File: config.mk
export PLATFORM = sky130hd
export DESIGN_NAME = uw_eeprom
export DESIGN_NICKNAME = d
export VERILOG_FILES = /design/src/rtl/uw_eeprom.sv
export SDC_FILE = /design/constraint.sdc
export NUM_CORES = 2
export LEC_CHECK = 0
export BUFFER_PORTS_ARGS = -buffer_cell sky130_fd_sc_hd__buf_2
export CORE_AREA = 2 2 396 398
export CTS_BUF_LIST = sky130_fd_sc_hd__clkbuf_4 sky130_fd_sc_hd__clkbuf_8
export DETAILED_ROUTE_END_ITERATION = 12
export DIE_AREA = 0 0 398 400
export GPL_TIMING_DRIVEN = 0
export PLACE_DENSITY_LB_ADDON = 0.2
export SYNTH_ARGS = -nofsm -noshare
export SYNTH_HDL_FRONTEND = slang
export SYNTH_SLANG_ARGS = --single-unit
File: constraint.sdc
create_clock -name clk -period 3.32 [get_ports clk]
set_clock_uncertainty 0.1 [all_clocks]
set_input_delay 0.332 -clock clk [delete_from_list [all_inputs] [get_ports clk]]
set_output_delay 0.332 -clock clk [all_outputs]
set_load 0.1 [all_outputs]
File: src/rtl/uw_eeprom.sv
module uw_eeprom #(
  parameter int AW = 6,
  parameter int DW = 16,
  parameter int BUSY_CYCLES = 16
) (
  input  logic clk,
  input  logic rst_n,
  input  logic cs,
  input  logic sk,
  input  logic di,
  output logic do_o,
  output logic do_oe
);
  localparam int DEPTH = 1 << AW;
  localparam int NCMD  = AW + 2;
  localparam int NFULL = NCMD + DW;
  localparam int CW    = $clog2(NFULL + 2);
  localparam int BW    = $clog2(BUSY_CYCLES + 1);
  localparam int IW    = $clog2(DW);

  logic [DEPTH-1:0][DW-1:0] mem;
  logic [NFULL-1:0] sr;
  logic [CW-1:0]    cnt;
  logic [BW-1:0]    bcnt;
  logic [AW-1:0]    rd_addr;
  logic [IW-1:0]    rd_idx;
  logic sk_q, cs_q, started, rd_mode, rd_dummy, wen, pend;

  wire sk_rise  = sk & ~sk_q;
  wire cs_fall  = cs_q & ~cs;
  wire busy     = bcnt != '0;
  wire short_ok = started && cnt == CW'(NCMD);
  wire long_ok  = started && cnt == CW'(NFULL);
  wire [1:0]    f_op  = long_ok ? sr[NFULL-1 -: 2] : sr[NCMD-1 -: 2];
  wire [AW-1:0] f_adr = long_ok ? sr[NFULL-3 -: AW] : sr[AW-1:0];
  wire [1:0]    f_sub = f_adr[AW-1 -: 2];
  wire [DW-1:0] f_dat = sr[DW-1:0];

  wire do_wr   = long_ok  && f_op == 2'b01;
  wire do_wral = long_ok  && f_op == 2'b00 && f_sub == 2'b01;
  wire do_er   = short_ok && f_op == 2'b11;
  wire do_eral = short_ok && f_op == 2'b00 && f_sub == 2'b10;
  wire do_ewen = short_ok && f_op == 2'b00 && f_sub == 2'b11;
  wire do_ewds = short_ok && f_op == 2'b00 && f_sub == 2'b00;
  wire prog    = cs_fall && wen && (do_wr || do_wral || do_er || do_eral);
  wire rd_go   = cnt == CW'(NCMD-1) && sr[NCMD-2 -: 2] == 2'b10;

  assign do_oe = cs & (rd_mode | (pend & ~started));
  assign do_o  = do_oe & (rd_mode ? (~rd_dummy & mem[rd_addr][rd_idx]) : ~busy);

  always_ff @(posedge clk) begin
    if (!rst_n) begin
      mem <= '1; sr <= '0; cnt <= '0; bcnt <= '0;
      rd_addr <= '0; rd_idx <= '0;
      sk_q <= 1'b0; cs_q <= 1'b0; started <= 1'b0; rd_mode <= 1'b0;
      rd_dummy <= 1'b0; wen <= 1'b0; pend <= 1'b0;
    end else begin
      sk_q <= sk;
      cs_q <= cs;
      if (busy) bcnt <= bcnt - BW'(1);
      if (!cs) begin
        started <= 1'b0;
        cnt     <= '0;
        rd_mode <= 1'b0;
        if (cs_fall) begin
          if (do_ewen) wen <= 1'b1;
          if (do_ewds) wen <= 1'b0;
          if (prog) begin
            bcnt <= BW'(BUSY_CYCLES);
            pend <= 1'b1;
            for (int i = 0; i < DEPTH; i++) begin
              if (do_wral) mem[i] <= f_dat;
              if (do_eral) mem[i] <= '1;
            end
            if (do_wr) mem[f_adr] <= f_dat;
            if (do_er) mem[f_adr] <= '1;
          end
        end
      end else if (sk_rise && !busy) begin
        if (!started) begin
          if (di) begin
            started <= 1'b1;
            pend    <= 1'b0;
          end
        end else begin
          sr <= {sr[NFULL-2:0], di};
          if (cnt != CW'(NFULL+1)) cnt <= cnt + CW'(1);
          if (rd_go) begin
            rd_mode  <= 1'b1;
            rd_dummy <= 1'b1;
            rd_addr  <= {sr[AW-2:0], di};
            rd_idx   <= IW'(DW-1);
          end else if (rd_mode) begin
            if (rd_dummy) rd_dummy <= 1'b0;
            else if (rd_idx == '0) begin
              rd_idx  <= IW'(DW-1);
              rd_addr <= rd_addr + AW'(1);
            end else rd_idx <= rd_idx - IW'(1);
          end
        end
      end
    end
  end

  a_r1_standby_frozen: assert property (@(posedge clk) disable iff (!rst_n)
    (!cs && !cs_q) |=> $stable(mem));
  a_r9_locked_frozen: assert property (@(posedge clk) disable iff (!rst_n)
    !wen |=> $stable(mem));
  a_r12_no_start_busy: assert property (@(posedge clk) disable iff (!rst_n)
    busy |-> !started);
  a_r11_busy_countdown: assert property (@(posedge clk) disable iff (!rst_n)
    busy |=> bcnt == $past(bcnt) - BW'(1));
  a_r11_busy_on_release: assert property (@(posedge clk) disable iff (!rst_n)
    $rose(busy) |-> $past(!cs));
  a_r4_read_framed: assert property (@(posedge clk) disable iff (!rst_n)
    rd_mode |-> started);
endmodule

==> impl_metrics.csv <==
group,metric,value,unit
routing,wl_per_cell,48.2,um
worst_setup_path,cp_common_cell,"buf_12",
global_route,grt_pass1_vias,55200,
routing,drc,0,
pwr,peakVddDrop,0.381,mV
synth,syn-instance-count,5930,
place,hpwl,289,mm
synth,synth.avg_cell_area,9.10,sq um
timing,timing.hold.ws,0.204,ns
synth,ys_seq_elements,1075,
pwr,p_comb_share,2.1,%
place,port_buffers,5,
place,place.gp.congestion,1.07,
routing,drt_iter0_drc,10500,
worst_setup_path,start_kind,"flip-flop",
worst_setup_path,cp_max_fo,10,
synth,async_flop_share,0,%
synth,syn_area,54000,sq um
timing,relSlewSlack,-6.91,%
global_route,track_usage,50.5,%
timing,rsz0062_at_grt,"yes",
clock_tree,cts_tree,"yes",
layout,seqCellArea,21500,sq um
routing,vias,61800,
run,maxCapViolCount,3,
layout,fillers,15300,
die,die_y,400,um
routing,postRouteAntennaNets,0,
routing,vias_per_cell,7.16,
die,die_area,159000,sq um
synth,synth_top_flop_cell,"dfxtp_1",
clock_tree,clock-sinks,1075,
layout,drive_above_1_share,26.7,%
clock_tree,htree_levels,4,
die,io_pins,7,
worst_setup_path,crit_type,"flip-flop to primary output",
pwr,p_seq_share,45.7,%
clock_tree,cts_buffer_depth,3,
die,rows,145,
global_route,antenna_found_initial,49,
worst_setup_path,cp-end-kind,"primary output",
status,failed_checks,"capacitance limit, slew limit, setup timing",
hold_path,hold_path.class,"primary input to flip-flop",
status,status,"complete, but fails checks",
timing,final_hold_viol_count,0,
layout,final_common_cell,"dfxtp_1",
global_route,grt_pass1_wl,536,mm
clock_tree,clk_latency,1.01,ns
worst_setup_path,path_cells,"buf_12 > or3b_1 > buf_6 > buf_8 > o22ai_1 > a211oi_1 > a21oi_1 > a2111oi_0 > or4_1 > a31oi_4 > buf_12",
layout,multi_input_area,30000,sq um
timing,worstMarginPinSlew,1.60,ns
timing,finalSetupViolations,57,
routing,dr.pass1.iters,7,
synth,syn_nets,5942,
synth,synth_warnings,0,
die,fp.dieW,398,um
pwr,p_leak,26.3,nW
worst_setup_path,required,2.89,ns
worst_setup_path,arrival,4.93,ns
clock_tree,numCtsBuffers,198,
pwr,power_switching_share,25.8,%
worst_setup_path,cp_slowest_cell,"a211oi_1",
layout,utilization,44.3,%
timing,maxSlewViolCount,28,
pwr,p_switching,0.00730,W
routing,wirelength,416,mm
pwr,pwr-share-clk,52.2,%
synth,ys_seq_area_share,39.9,%
global_route,grt_max_degree,17,
layout,nNetsFinal,6407,
synth,synth.distinct_cells,98,
die,initial_utilization,34.8,%
pwr,internal_power,0.0210,W
synth,synth-edff-count,0,
timing,final.period_utilization,161,%
die,fp.coreArea,155000,sq um
pwr,pwr_density_cell,412,nW/um^2
layout,syn_to_final_growth,27.4,%
global_route,grt_remaining_overflow,0,
clock_tree,root_buffer,"clkbuf_8",
timing,fin_crit,5.36,ns
clock_tree,path_clk_slew,0.06,ns
timing,max_freq,187,MHz
layout,layout_common_cells,"dfxtp_1, o21ai_0, a221o_1",
worst_setup_path,slowest_delay,0.70,ns
timing,setup_ws,-2.04,ns
-- cells in the mapped netlist (6+ instances only) --
master    number  share of area [%]
o22ai_1       43               0.50
a21oi_2       16               0.26
nand3_1      122                1.1
a211oi_1      63               0.88
a221o_1      532                9.9
and2_1        17               0.20
nand4_1        8              0.093
o211ai_1     138                1.9
a32oi_1       14               0.23
nand2_1      600                4.2
clkbuf_8      16               0.41
dfxtp_1     1075                 40
mux2_2        16               0.33
o21ai_2        6              0.097
nand4b_1       7               0.11
buf_6         18               0.38
buf_2        230                2.1
a22o_1         7               0.11
nor3_1        25               0.23
o221ai_1     229                3.7
buf_4         33               0.46
clkbuf_1     425                3.0
o21ai_1       50               0.46
mux4_2       120                5.0
a221oi_1      37               0.60
a21o_1        24               0.33
and3_1         6              0.070
mux4_1        36                1.8
buf_1         31               0.22
a31oi_1        8              0.093
a22oi_1       74                1.0
buf_8         10               0.28
nor2b_1       15               0.17
a21oi_1      466                4.3
o21ai_0      750                7.0
ha_1           7               0.16
nor2_2         6              0.070
mux2i_1      206                3.8
o31ai_1        6              0.083
nor2_1       101               0.70
nand2b_1      12               0.14
nand2_2       12               0.14
inv_1        208                1.4
-- power groups by stage --
stage / sequential, W / clock (W) / combinational (W)
after detailed placement: 0.0132 / 0 / 0.000550
final: 0.0129 / 0.0148 / 0.000596
after global placement: 0.0132 / 0 / 0.000548
after floorplan: 0.0132 / 0 / 0.000290
after CTS: 0.0129 / 0.0146 / 0.000559
after global routing: 0.0129 / 0.0152 / 0.000596
-- flip-flops by register name, summed over array words and instances, names as in the netlist, 4 cells and up --
| name | flops |
|---|---|
| rd_addr | 6 |
| bcnt | 5 |
| cnt | 5 |
| rd_idx | 4 |
| sr | 24 |
| mem | 1024 |
-- per-layer routing --
metal / global-route usage (%) / vias up / part of all wire [%]
met5: 0.787 / - / 0.077
met2: 69.1 / 5696 / 39
met1: 61.3 / 30800 / 36
met4: 43.0 / 18 / 11
li1: - / 23700 / -
met3: 19.8 / 1665 / 14
-- through the flow --
step	instance area, sq um	setup slack (ns)	setup TNS (ns)	power (W)	instances
2_1_floorplan	54000	0.0118	0	0.0135	5930
3_5_place_dp	57000	-3.80	-1016.50	0.0138	8012
3_3_place_gp	56600	-4.22	-1302.69	0.0138	7993
5_1_grt	68700	-1.87	-1.90	0.0287	8615
6_report	68800	-2.04	-3.15	0.0283	8642
4_1_cts	67200	-1.83	-1.83	0.0281	8549
-- worst max-delay path, delay by kind of cell (launching register included) --
kind / cells / cell delay (ns)
AND/OR/NAND/NOR: 2 / 0.36
AO/OA/AOI/OAI: 5 / 1.96
flip-flops: 1 / 0.36
buffers and inverters: 4 / 1.17
-- final timing paths --
path,from,endpoint,slack [ns],cells past startpoint
worst max register to register,cnt[0]$_SDFFE_PN0P_,mem[173]$_SDFFE_PN1P_,-0.05,11
worst min register to register,mem[202]$_SDFFE_PN1P_,mem[202]$_SDFFE_PN1P_,0.37,2
worst min-delay path,di,rd_addr[0]$_SDFFE_PN0P_,0.20,4
worst max-delay path,rd_addr[2]$_SDFFE_PN0P_,do_o,-2.04,11
-- what timing repair did --
item / CTS / global route
hold endpoints to repair: 20 / 0
pin swaps: 52 / 48
resized for setup: 1087 / 328
setup buffers: 186 / 57
cloned: 4 / 4
hold buffers: 5 / 0
endpoints found under the setup margin: 1036 / 974
-- cells by family after synthesis --
logic type | synth area share [%]
adders and majority gates | 0.162
AOI/OAI and AO/OA | 32.4
muxes | 11.0
xor gates and xnor gates | 0.114
buffers and inverters | 8.50
DFF | 39.9
and+or+nand+nor | 8.00
-- area by class of cell --
type / instances / area share [%]
Antenna cell: 34 / 0.124
Buffer: 755 / 9.06
Clock buffer: 319 / 5.82
Clock inverter: 36 / 0.598
Inverter: 210 / 1.15
Multi-Input combinational cell: 3875 / 43.6
Sequential cell: 1075 / 31.3
Tap cell: 2058 / 3.74
Timing Repair Buffer: 280 / 4.57
Note: power is estimated with default switching activity, not from simulation.
